## src/rtl/rtc_pkg.sv

```systemverilog
package rtc_pkg;
  localparam int ADDR_W      = 8;
  localparam int DATA_W      = 8;
  localparam int BCD_W       = 8;
  localparam int NUM_FIELDS  = 6;
  localparam int FIELD_IDX_W = 3;
  localparam int NUM_EVT     = 6;  // status bits 7..2

  localparam int FLD_SEC  = 0;
  localparam int FLD_MIN  = 1;
  localparam int FLD_HOUR = 2;
  localparam int FLD_DAY  = 3;
  localparam int FLD_MON  = 4;
  localparam int FLD_YEAR = 5;

  localparam logic [ADDR_W-1:0] ADDR_TIME_LAST = 8'h14;
  localparam logic [ADDR_W-1:0] ADDR_CTRL      = 8'h40;
  localparam logic [ADDR_W-1:0] ADDR_STATUS    = 8'h44;
  localparam logic [ADDR_W-1:0] ADDR_IRQ       = 8'h48;

  localparam int CTRL_RUN_BIT = 0;
  localparam int IRQ_TMR_BIT  = 2;

  // packed [field][bcd], field 0 = seconds
  localparam logic [NUM_FIELDS-1:0][BCD_W-1:0] FIELD_RST   = {8'h00, 8'h01, 8'h01, 8'h00, 8'h00, 8'h00};
  localparam logic [NUM_FIELDS-1:0][BCD_W-1:0] FIELD_FIRST = {8'h00, 8'h01, 8'h01, 8'h00, 8'h00, 8'h00};
  localparam logic [NUM_FIELDS-1:0][BCD_W-1:0] FIELD_LAST  = {8'h99, 8'h12, 8'h31, 8'h23, 8'h59, 8'h59};

  localparam logic [NUM_EVT-1:0] EVT_RST = 6'b100000;  // power-up flag only

  function automatic logic [BCD_W-1:0] bcd_inc(input logic [BCD_W-1:0] v);
    if (v[3:0] == 4'd9) return {v[7:4] + 4'd1, 4'd0};
    return {v[7:4], v[3:0] + 4'd1};
  endfunction

  // 10t+o mod 4 == 2t+o mod 4
  function automatic logic bcd_leap(input logic [BCD_W-1:0] yr);
    logic [1:0] s;
    s = yr[1:0] + {yr[4], 1'b0};
    return s == 2'd0;
  endfunction

  function automatic logic [BCD_W-1:0] bcd_last_day(input logic [BCD_W-1:0] mon,
                                                     input logic [BCD_W-1:0] yr);
    case (mon)
      8'h02:                      return bcd_leap(yr) ? 8'h29 : 8'h28;
      8'h04, 8'h06, 8'h09, 8'h11: return 8'h30;
      default:                    return 8'h31;
    endcase
  endfunction
endpackage

```

## src/rtl/rtc_prescaler.sv

```systemverilog
module rtc_prescaler #(
  parameter int TICKS_PER_SEC = 32768
) (
  input  logic clk_i,
  input  logic rst_ni,
  input  logic run_i,
  input  logic tick_i,
  output logic busy_o,
  output logic sec_pulse_o
);
  localparam int CNT_W = (TICKS_PER_SEC > 1) ? $clog2(TICKS_PER_SEC) : 1;
  localparam logic [CNT_W-1:0] CNT_LAST = CNT_W'(TICKS_PER_SEC - 1);

  logic [CNT_W-1:0] cnt_q;

  assign busy_o      = run_i && (cnt_q == CNT_LAST);
  assign sec_pulse_o = busy_o && tick_i;

  always_ff @(posedge clk_i or negedge rst_ni) begin
    if (!rst_ni)              cnt_q <= '0;
    else if (run_i && tick_i) cnt_q <= (cnt_q == CNT_LAST) ? '0 : cnt_q + 1'b1;
  end

  a_r3_busy_one_period: assert property (@(posedge clk_i) disable iff (!rst_ni)
    (busy_o && tick_i) |=> !busy_o);
  a_r2_stopped_holds: assert property (@(posedge clk_i) disable iff (!rst_ni)
    !run_i |=> $stable(cnt_q));
endmodule

```

## src/rtl/rtc_bcd_field.sv

```systemverilog
module rtc_bcd_field import rtc_pkg::*; #(
  parameter logic [BCD_W-1:0] RST_VAL = '0
) (
  input  logic             clk_i,
  input  logic             rst_ni,
  input  logic             inc_i,
  input  logic             wr_i,
  input  logic [BCD_W-1:0] wdata_i,
  input  logic [BCD_W-1:0] first_i,
  input  logic [BCD_W-1:0] last_i,
  output logic [BCD_W-1:0] val_o,
  output logic             wrap_o
);
  logic [BCD_W-1:0] val_q;

  assign val_o  = val_q;
  assign wrap_o = inc_i && (val_q == last_i);

  always_ff @(posedge clk_i or negedge rst_ni) begin
    if (!rst_ni)     val_q <= RST_VAL;
    else if (wr_i)   val_q <= wdata_i;
    else if (inc_i)  val_q <= wrap_o ? first_i : bcd_inc(val_q);
  end
endmodule

```

## src/rtl/rtc_calendar.sv

```systemverilog
module rtc_calendar import rtc_pkg::*; (
  input  logic                                 clk_i,
  input  logic                                 rst_ni,
  input  logic                                 sec_pulse_i,
  input  logic                                 wr_en_i,
  input  logic [FIELD_IDX_W-1:0]               wr_idx_i,
  input  logic [BCD_W-1:0]                     wr_data_i,
  output logic [NUM_FIELDS-1:0][BCD_W-1:0]     time_o,
  output logic [3:0]                           roll_o
);
  logic [NUM_FIELDS-1:0]             inc;
  logic [NUM_FIELDS-1:0]             wrap;
  logic [NUM_FIELDS-1:0][BCD_W-1:0]  val;
  logic [NUM_FIELDS-1:0][BCD_W-1:0]  last_v;

  always_comb begin
    last_v          = FIELD_LAST;
    last_v[FLD_DAY] = bcd_last_day(val[FLD_MON], val[FLD_YEAR]);
  end

  for (genvar gi = 0; gi < NUM_FIELDS; gi++) begin : g_fld
    if (gi == 0) begin : g_head
      assign inc[gi] = sec_pulse_i;
    end else begin : g_carry
      assign inc[gi] = wrap[gi-1];
    end

    rtc_bcd_field #(.RST_VAL(FIELD_RST[gi])) u_field (
      .clk_i   (clk_i),
      .rst_ni  (rst_ni),
      .inc_i   (inc[gi]),
      .wr_i    (wr_en_i && (wr_idx_i == FIELD_IDX_W'(gi))),
      .wdata_i (wr_data_i),
      .first_i (FIELD_FIRST[gi]),
      .last_i  (last_v[gi]),
      .val_o   (val[gi]),
      .wrap_o  (wrap[gi])
    );
  end

  assign time_o = val;
  assign roll_o = inc[3:0];

  a_r4_sec_wrap: assert property (@(posedge clk_i) disable iff (!rst_ni)
    (sec_pulse_i && val[FLD_SEC] == 8'h59) |=> (val[FLD_SEC] == 8'h00));
  a_r4_hour_wrap: assert property (@(posedge clk_i) disable iff (!rst_ni)
    (inc[FLD_HOUR] && val[FLD_HOUR] == 8'h23) |=> (val[FLD_HOUR] == 8'h00));
  a_r5_day_restart: assert property (@(posedge clk_i) disable iff (!rst_ni)
    wrap[FLD_DAY] |=> (val[FLD_DAY] == 8'h01));
  a_r6_year_wrap: assert property (@(posedge clk_i) disable iff (!rst_ni)
    (wrap[FLD_YEAR] && !wr_en_i) |=> (val[FLD_YEAR] == 8'h00 && val[FLD_MON] == 8'h01));
endmodule

```

## src/rtl/rtc_status.sv

```systemverilog
module rtc_status #(
  parameter int                 NUM_EVT = 6,
  parameter logic [NUM_EVT-1:0] RST_VAL = '0
) (
  input  logic               clk_i,
  input  logic               rst_ni,
  input  logic [NUM_EVT-1:0] set_i,
  input  logic [NUM_EVT-1:0] clr_i,
  output logic [NUM_EVT-1:0] evt_o
);
  logic [NUM_EVT-1:0] evt_q;

  for (genvar gi = 0; gi < NUM_EVT; gi++) begin : g_evt
    always_ff @(posedge clk_i or negedge rst_ni) begin
      if (!rst_ni) evt_q[gi] <= RST_VAL[gi];
      else         evt_q[gi] <= set_i[gi] | (evt_q[gi] & ~clr_i[gi]);
    end
  end

  assign evt_o = evt_q;

  a_r9_sticky: assert property (@(posedge clk_i) disable iff (!rst_ni)
    (|evt_q) |=> (($past(evt_q) & ~$past(clr_i) & ~evt_q) == '0));
  a_r8_set_seen: assert property (@(posedge clk_i) disable iff (!rst_ni)
    (|set_i) |=> ((evt_q & $past(set_i)) == $past(set_i)));
endmodule

```

## src/rtl/rtc_bcd_core.sv

```systemverilog
module rtc_bcd_core import rtc_pkg::*; #(
  parameter int TICKS_PER_SEC = 32768
) (
  input  logic              clk_i,
  input  logic              rst_ni,
  input  logic              tick_i,
  input  logic              alarm_i,
  input  logic [ADDR_W-1:0] addr_i,
  input  logic              we_i,
  input  logic [DATA_W-1:0] wdata_i,
  output logic [DATA_W-1:0] rdata_o,
  output logic              irq_o
);
  logic                             run_q;
  logic                             irq_en_q;
  logic                             busy;
  logic                             sec_pulse;
  logic                             time_hit;
  logic [FIELD_IDX_W-1:0]           time_idx;
  logic [NUM_FIELDS-1:0][BCD_W-1:0] time_w;
  logic [3:0]                       roll;
  logic [NUM_EVT-1:0]               evt;
  logic [NUM_EVT-1:0]               evt_set;
  logic [NUM_EVT-1:0]               evt_clr;
  logic                             irq_wr;

  rtc_prescaler #(.TICKS_PER_SEC(TICKS_PER_SEC)) u_presc (
    .clk_i       (clk_i),
    .rst_ni      (rst_ni),
    .run_i       (run_q),
    .tick_i      (tick_i),
    .busy_o      (busy),
    .sec_pulse_o (sec_pulse)
  );

  assign time_hit = (addr_i <= ADDR_TIME_LAST) && (addr_i[1:0] == 2'b00);
  assign time_idx = addr_i[FIELD_IDX_W+1:2];

  rtc_calendar u_cal (
    .clk_i       (clk_i),
    .rst_ni      (rst_ni),
    .sec_pulse_i (sec_pulse),
    .wr_en_i     (we_i && time_hit && !busy),
    .wr_idx_i    (time_idx),
    .wr_data_i   (wdata_i),
    .time_o      (time_w),
    .roll_o      (roll)
  );

  // status bits 7..2: power-up, alarm, day, hour, minute, second
  assign evt_set = {1'b0, alarm_i, roll};
  assign evt_clr = (we_i && addr_i == ADDR_STATUS) ? wdata_i[DATA_W-1:2] : '0;

  rtc_status #(.NUM_EVT(NUM_EVT), .RST_VAL(EVT_RST)) u_status (
    .clk_i  (clk_i),
    .rst_ni (rst_ni),
    .set_i  (evt_set),
    .clr_i  (evt_clr),
    .evt_o  (evt)
  );

  assign irq_wr = we_i && (addr_i == ADDR_IRQ);

  always_ff @(posedge clk_i or negedge rst_ni) begin
    if (!rst_ni) begin
      run_q    <= 1'b0;
      irq_en_q <= 1'b0;
    end else begin
      if (we_i && addr_i == ADDR_CTRL) run_q <= wdata_i[CTRL_RUN_BIT];
      if (irq_wr)                      irq_en_q <= wdata_i[IRQ_TMR_BIT];
    end
  end

  assign irq_o = irq_en_q && evt[0];

  always_comb begin
    rdata_o = '0;
    if (time_hit) begin
      rdata_o = time_w[time_idx];
    end else begin
      case (addr_i)
        ADDR_CTRL:   rdata_o[CTRL_RUN_BIT] = run_q;
        ADDR_STATUS: rdata_o = {evt, run_q, busy};
        ADDR_IRQ:    rdata_o[IRQ_TMR_BIT] = irq_en_q;
        default:     rdata_o = '0;
      endcase
    end
  end

  a_r7_busy_blocks_load: assert property (@(posedge clk_i) disable iff (!rst_ni)
    (busy && we_i && time_hit && !tick_i) |=> $stable(time_w));
  a_r12_irq_on_second: assert property (@(posedge clk_i) disable iff (!rst_ni)
    (sec_pulse && irq_en_q && !irq_wr) |=> irq_o);
  a_r2_stopped_time_hold: assert property (@(posedge clk_i) disable iff (!rst_ni)
    (!run_q && !we_i) |=> $stable(time_w));
endmodule

```

## config.mk

```make
export PLATFORM = sky130hd
export DESIGN_NAME = rtc_bcd_core
export DESIGN_NICKNAME = d
export VERILOG_FILES = /design/src/rtl/rtc_pkg.sv /design/src/rtl/rtc_prescaler.sv /design/src/rtl/rtc_bcd_field.sv /design/src/rtl/rtc_calendar.sv /design/src/rtl/rtc_status.sv /design/src/rtl/rtc_bcd_core.sv
export SDC_FILE = /design/constraint.sdc
export NUM_CORES = 1
export LEC_CHECK = 0
export BUFFER_PORTS_ARGS = -buffer_cell sky130_fd_sc_hd__buf_2
export CORE_AREA = 2 2 100 102
export DETAILED_ROUTE_END_ITERATION = 8
export DIE_AREA = 0 0 102 104
export HOLD_SLACK_MARGIN = 0.02
export PLACE_DENSITY = 0.72
export RECOVER_POWER = 25
export REMOVE_ABC_BUFFERS = 1
export SKIP_LAST_GASP = 1
export SLEW_MARGIN = 10
export SYNTH_ARGS = -nofsm -noshare
export SYNTH_HDL_FRONTEND = slang
export SYNTH_SLANG_ARGS = --single-unit
```

## constraint.sdc

```tcl
create_clock -name clk_i -period 5.8 [get_ports clk_i]
set_clock_uncertainty 0.05 [all_clocks]
set_input_delay 0.58 -clock clk_i [delete_from_list [all_inputs] [get_ports clk_i]]
set_output_delay 0.58 -clock clk_i [all_outputs]
set_load 0.05 [all_outputs]
```

==> metrics.md, run 1 <==
| Metric | Value |
|---|---|
| Worst Path Required | `around 5.3 ns` |
| First-pass GRT wire length | `about 24000 um` |
| Routed vias | `a little under 5k` |
| Adder-Cell Fraction of Synth Area | `0.05591` |
| Max clock buf depth | `2` |
| CTS H-tree lvls | `3` |
| Diode count | `0` |
| Top cell type by total area after synthesis | `dfrtp_1` |
| Synth Area in Simple Gates | `0.2584` |
| Slowest cell on the critical path | `clkbuf_1` |
| Grt ovf | `0` |
| GR Util met1 | `0.4116` |
| Synth cell count leaders | `nand2_1 (78), dfrtp_1 (68), nor2_1 (39)` |
| GR peak layer | `met2` |
| Synth Area in XOR/XNOR | `0.03573` |
| Asr flop ratio synth | `1.000` |
| Number of buffers inserted to repair setup after CTS | `0` |
| Pwr/cell area | `about 210 nW/um^2` |
| P&R area growth vs syn | `9.699%` |
| Multiplexer area fraction after synthesis | `0.05931` |
| Initial antenna violation count | `0` |
| Clock slew at reported path FFs | `0.08 ns` |
| Wire length per cell | `20.11 um` |
| #FFs+latches synth | `between 70 and 80` |
| # DRC | `0` |
| GRT met3 Usage | `0.05645` |
| Fin Setup TNS | `0 ns` |
| Ys Warns | `0` |
| Layout cells sized above 1 | `0.1228` |
| Critical path's largest stage delay | `approximately 2.7 ns` |
| Most common cell in the netlist | `nand2_1` |
| PnR worst setup slack | `1.993 ns` |
| Final setup fails | `0` |
| Buf+Inv Stages, Crit Path | `1` |
| Violated checks | `capacitance limit, slew limit` |
| Highest Clock Rate | `about 260 MHz` |
| Die Width | `roughly 100 um` |
| Overall power | `~1200 uW` |
| # rows | `36` |
| HPWL Detailed | `between 10000 and 15000 um` |
| CP cell instances | `clkbuf_1` |
| Critical Path AT | `3.31 ns` |
| Yosys top cell area share | `0.3306` |
| Worst-path fanout max | `71` |
| Largest family of logic cells by synthesized area | `simple AND/OR/NAND/NOR gates` |
| Slew at the pin closest to its max-slew limit | `approximately 4 ns` |
| Number of synthesized flops with an enable pin | `0` |
| Post-route core utilization | `0.5913` |
| GP Congestion | `0.9527` |
| Layout Cells excl Fill | `760` |
| Hold crit path type | `input port to register` |
| CP startpoint kind | `input port` |
| Clock root cell | `clkbuf_8` |
| Placed Instances | `approximately 740` |
| Crit end category | `async pin` |
| Fillers | `slightly below 900` |
| P_leak | `0.002438 uW` |
| Syn_area_per_cell | `8.551 um^2` |
| CTS tree | `yes` |
| # IOs | `30` |
| Nets@finish | `666` |
| Largest net degree at the start of global routing | `between 70 and 80` |
| PortBufs | `29` |
| Crit Path Class | `input port to async pin` |
| Synth unique cells | `68` |
| Fin crit share | `0.6563` |
| VDD IR max | `between 0.1 and 0.15 mV` |
| CP top delay family | `buffers and inverters` |
| Starting DRT DRC Count | `between 500 and 600` |
| Drt total wl | `roughly 15000 um` |
| Vert. Die Dim | `between 100 and 150 um` |
| Post-DR vias/cell | `6.453` |
| Unrepaired setup endpoints after global routing | `no` |
| Dpl ws | `between 2 and 2.5 ns` |
| Post-synthesis cell count | `between 600 and 700` |
| Minimum clock period | `3.807 ns` |
| Worst relative slew slack | `-1.603` |
| Routed Antenna Nets | `0` |
| Drt pass-1 iters | `5` |
| M2 GR Usage | `0.4492` |
| Hold Vio Cnt, Final | `0` |
| Post-CTS Hold Buffers | `0` |
| CTS resizes | `0` |
| Top post-synthesis cells by area | `dfrtp_1 (33%), nand2_1 (5.7%), ha_1 (5.6%)` |
| Cts bufs inserted | `9` |
| Register area share after synthesis | `0.3459` |
| Number of global-route vias before repair | `roughly 4.5k` |
| Starting Density | `0.5390` |
| Total track usage | `0.2943` |
| Core Area | `9549 um^2` |
| Clock Sinks | `just over 70` |
| Compound-gate portion of the synthesized area | `0.2056` |
| Die footprint | `around 11000 um^2` |
| Later-pin clock latency in the skew report | `between 0.3 and 0.4 ns` |
| Synth Flop Type | `dfrtp_1` |
| Netlist Area Pre-Place | `5147 um^2` |
| Final slew viol count | `between 70 and 80` |
| Outcome | `finished, violations left` |
| MaxCap Viol Count | `1` |
[per-stage QoR]
step,hold slack (ns),area (um^2)
final,0.3714,5647
after global routing,0.3725,5647
after CTS,0.3434,5650
after detailed placement,0.3810,5406
after global placement,0.3815,5406
after floorplan,0.2344,5025
[flip-flops by register name (all words and copies together) (netlist names)]
register and count:
u_presc.cnt_q 15, u_status.evt_o 6, irq_en_q 1, run_q 1, u_cal.g_fld.u_field.val_o 48
[kinds of logic (layout without fill, tap and decap cells)]
group                    after synthesis  after routing
AND/OR/NAND/NOR                      260            260
AO/OA/AOI/OAI                        153            153
XOR/XNOR                              21             21
adder cells (fa/ha/maj)               23             23
buffers and inverters                 49             74
flip-flops                            71             71
multiplexers                          25             25
[routing by layer]
| metal | part of all wire | wire length, um | vias up |
|---|---|---|---|
| met5 | 0 | 0 | - |
| met4 | 0.033 | 510 | 0 |
| met3 | 0.079 | 1203 | 42 |
| met2 | 0.46 | 7066 | 238 |
| met1 | 0.43 | 6501 | 2362 |
| li1 | - | - | 2262 |
[cell usage in the layout, fill, tap and decap left out, drive strengths merged, types with 3 or more instances in the layout]
| master | n |
|---|---|
| and3 | 11 |
| mux2 | 4 |
| and2 | 9 |
| nor4b | 3 |
| clkbuf | 10 |
| bufinv | 3 |
| nand4 | 9 |
| o22ai | 6 |
| o211ai | 7 |
| inv | 22 |
| or4 | 5 |
| dfstp | 3 |
| nand3b | 6 |
| nand3 | 29 |
| buf | 36 |
| a2111oi | 8 |
| o31ai | 6 |
| a21oi | 35 |
| a21o | 14 |
| nand2b | 5 |
| nor4 | 13 |
| nor2b | 6 |
| dfrtp | 68 |
| ha | 23 |
| o21ai | 39 |
| xor2 | 8 |
| nand2 | 78 |
| nor3b | 3 |
| or2 | 5 |
| mux2i | 17 |
| nor2 | 39 |
| a31oi | 3 |
| xnor2 | 13 |
| o22a | 6 |
| nor3 | 24 |
| a211oi | 3 |
| mux4 | 4 |
| or3 | 7 |
| a22o | 7 |
[power by group]
part | total (uW) | switching, uW | internal [uW]
clock | 496 | 209 | 287
combinational | 121 | 75.0 | 45.5
sequential | 551 | 34.2 | 517
[path summary, 6_finish.rpt]
path	from	end	slack (ns)	cells after the start
max in group clk_i	u_cal.g_fld[2].u_field.val_o[0]	u_cal.g_fld[5].u_field.val_o[7]	2.34	8
hold reg to reg	u_status.evt_o[5]	u_status.evt_o[5]	0.40	2
setup / recovery	rst_ni	u_cal.g_fld[1].u_field.val_o[1]	1.99	1
hold / removal	alarm_i	u_status.evt_o[4]	0.37	2
min in group asynchronous	rst_ni	u_presc.cnt_q[5]	1.52	1
setup reg to reg	u_cal.g_fld[2].u_field.val_o[0]	u_cal.g_fld[5].u_field.val_o[7]	2.34	8
[cell type report]
type                    instances  area (um^2)  area share
multi-input cells             482         3173      0.5619
flip-flops and latches         71         1780      0.3153
repair buffers                 37        203.9     0.03612
well taps                     133        166.4     0.02947
clock buffers                   9        123.9     0.02194
clock inverters                 7        120.1     0.02127
inverters                      21        78.83     0.01396
No activity file was read; power rests on OpenSTA's default activity.
==> run 2, diff against run 1 <==
==> constraint.sdc (replaced) <==
create_clock -name clk_i -period 3.9 [get_ports clk_i]
set_clock_uncertainty 0.05 [all_clocks]
set_input_delay 0.39 -clock clk_i [delete_from_list [all_inputs] [get_ports clk_i]]
set_output_delay 0.39 -clock clk_i [all_outputs]
set_load 0.05 [all_outputs]
==> metrics.md, run 2 (same netlist as run 1, synthesis figures left out) <==
| Metric | Value |
|---|---|
| Outcome | `finished, violations left` |
| Violated checks | `capacitance limit, slew limit` |
| Most common cell after layout, fill and taps aside | `nand2_1` |
| Drt pass-1 iters | `6` |
| Reg2Reg Depth | `9` |
| Post-route core utilization | `0.5924` |
| R2r endpoint | `u_cal.g_fld[5].u_field.val_o[7]` |
| WHS Path Cells | `2` |
| Post-DR vias/cell | `6.543` |
| Crit Path Class | `register to register` |
| Hold endpoint | `u_status.evt_o[4]` |
| Layout cells sized above 1 | `0.1286` |
| Unrepaired setup endpoints after global routing | `no` |
| Total track usage | `0.3076` |
| P&R area growth vs syn | `9.893%` |
| Die Width | `around 100 um` |
| # DRC | `0` |
| Fin Setup TNS | `0 ns` |
| Worst hold start | `alarm_i` |
| Routed vias | `~5k` |
| # IOs | `30` |
| Most frequent cells in the layout | `nand2_1 (78), dfrtp_1 (68), nor2_1 (39)` |
| Number of global-route vias before repair | `around 4.7k` |
| GP Congestion | `between 0.9 and 1` |
| HPWL Detailed | `around 11000 um` |
| Clock root cell | `clkbuf_8` |
| Worst r2r src | `u_cal.g_fld[4].u_field.val_o[4]` |
| Max clock buf depth | `2` |
| Register-to-register setup slack | `roughly 0.53 ns` |
| Diode count | `0` |
| Critical Path AT | `approximately 3.6 ns` |
| Initial antenna violation count | `0` |
| Later-pin clock latency in the skew report | `0.37 ns` |
| Hold Vio Cnt, Final | `0` |
| Clock slew at reported path FFs | `~0.08 ns` |
| Vert. Die Dim | `approximately 100 um` |
| Worst Path Required | `~4 ns` |
| Hold Worst Slack | `roughly 0.15 ns` |
| Slew at the pin closest to its max-slew limit | `between 1.5 and 2 ns` |
| Die footprint | `roughly 11000 um^2` |
| First-pass GRT wire length | `approximately 25000 um` |
| CTS resizes | `0` |
| MaxCap Viol Count | `1` |
| Core Area | `9549 um^2` |
| Worst-path fanout max | `5` |
| P_leak | `approximately 0.0025 uW` |
| Largest net degree at the start of global routing | `between 70 and 80` |
| Routed Antenna Nets | `0` |
| Grt ovf | `0` |
| Post-CTS Hold Buffers | `0` |
| Drt total wl | `~16000 um` |
| Minimum clock period | `3.369 ns` |
| Number of buffers inserted to repair setup after CTS | `0` |
| Highest Clock Rate | `~300 MHz` |
| Wire length per cell | `approximately 20 um` |
| VDD IR max | `roughly 0.18 mV` |
| PortBufs | `29` |
| Nets@finish | `669` |
| Starting Density | `0.5390` |
| Clock Sinks | `71` |
| Final slew viol count | `72` |
| Final setup fails | `0` |
| Fin crit share | `0.8637` |
| CP startpoint kind | `register` |
| Worst relative slew slack | `-0.2275` |
| # rows | `36` |
| CTS tree | `yes` |
| Cts bufs inserted | `9` |
| Starting DRT DRC Count | `between 400 and 500` |
| CTS H-tree lvls | `3` |
| Pwr/cell area | `~300 nW/um^2` |
| Number of flip-flops in the largest register | `between 40 and 50` |
| Hold crit path type | `input port to register` |
| Crit end category | `register` |
-- run 2: changes by cell type in the layout (fill, tap and decap cells not counted), sizes merged --
cell,change
clkinvlp,-1
buf,+3
bufinv,-1
clkbuf,+2
-- run 2: per-layer routing --
layer	part of all wire	vias up	wire length [um]	track usage
li1	-	2267	-	-
met1	0.43	2430	6658	0.4263
met2	0.46	250	7163	0.4676
met3	0.077	45	1202	0.05444
met4	0.036	0	563	0.1371
met5	0	-	0	0
-- run 2: worst max-delay path by stage --
stage / start / endpoint / slack, ns / cells past startpoint
detailed placement: u_cal.g_fld[4].u_field.val_o[2] / u_cal.g_fld[5].u_field.val_o[7] / 0.63 / 7
CTS: u_cal.g_fld[4].u_field.val_o[2] / u_cal.g_fld[5].u_field.val_o[7] / 0.62 / 7
floorplan: u_cal.g_fld[4].u_field.val_o[2] / u_cal.g_fld[5].u_field.val_o[7] / 0.73 / 7
global placement: u_cal.g_fld[4].u_field.val_o[2] / u_cal.g_fld[5].u_field.val_o[7] / 0.67 / 7
finish: u_cal.g_fld[4].u_field.val_o[4] / u_cal.g_fld[5].u_field.val_o[7] / 0.53 / 9
global route: u_presc.cnt_q[0] / u_cal.g_fld[3].u_field.val_o[5] / 0.35 / 8
-- run 2: area by class of cell --
type	instances	area (um^2)
Sequential cell	71	1780
Tap cell	133	166.4
Multi-Input combinational cell	482	3173
Fill cell	875	3892
Timing Repair Buffer	40	227.7
Clock buffer	11	151.4
Clock inverter	5	78.83
Inverter	21	78.83
-- run 2: stage by stage --
step | power [uW] | cell area, um^2 | setup slack, ns | cells
after floorplan | 914.9 | 5025 | 0.7349 | 574
after global routing | 1771 | 5657 | 0.3462 | 763
final | 1699 | 5657 | 0.5314 | 763
after CTS | 1707 | 5659 | 0.6225 | 763
after global placement | 1002 | 5429 | 0.6730 | 747
after detailed placement | 1010 | 5429 | 0.6297 | 747
-- run 2: power by group --
part	switching, uW	internal, uW
clock network	302	395
registers	50.1	769
logic	114	68.5
total	466	1230
-- run 2: critical path, stage by stage (launching register included) --
cell and delay [ns]:
dfrtp_1 0.44, inv_1 0.12, ha_1 0.18, nand4bb_1 0.18
or4b_4 0.54, a2111oi_0 0.48, o21ai_0 0.36, a2111oi_4 0.49
o32ai_1 0.14, a221o_1 0.27
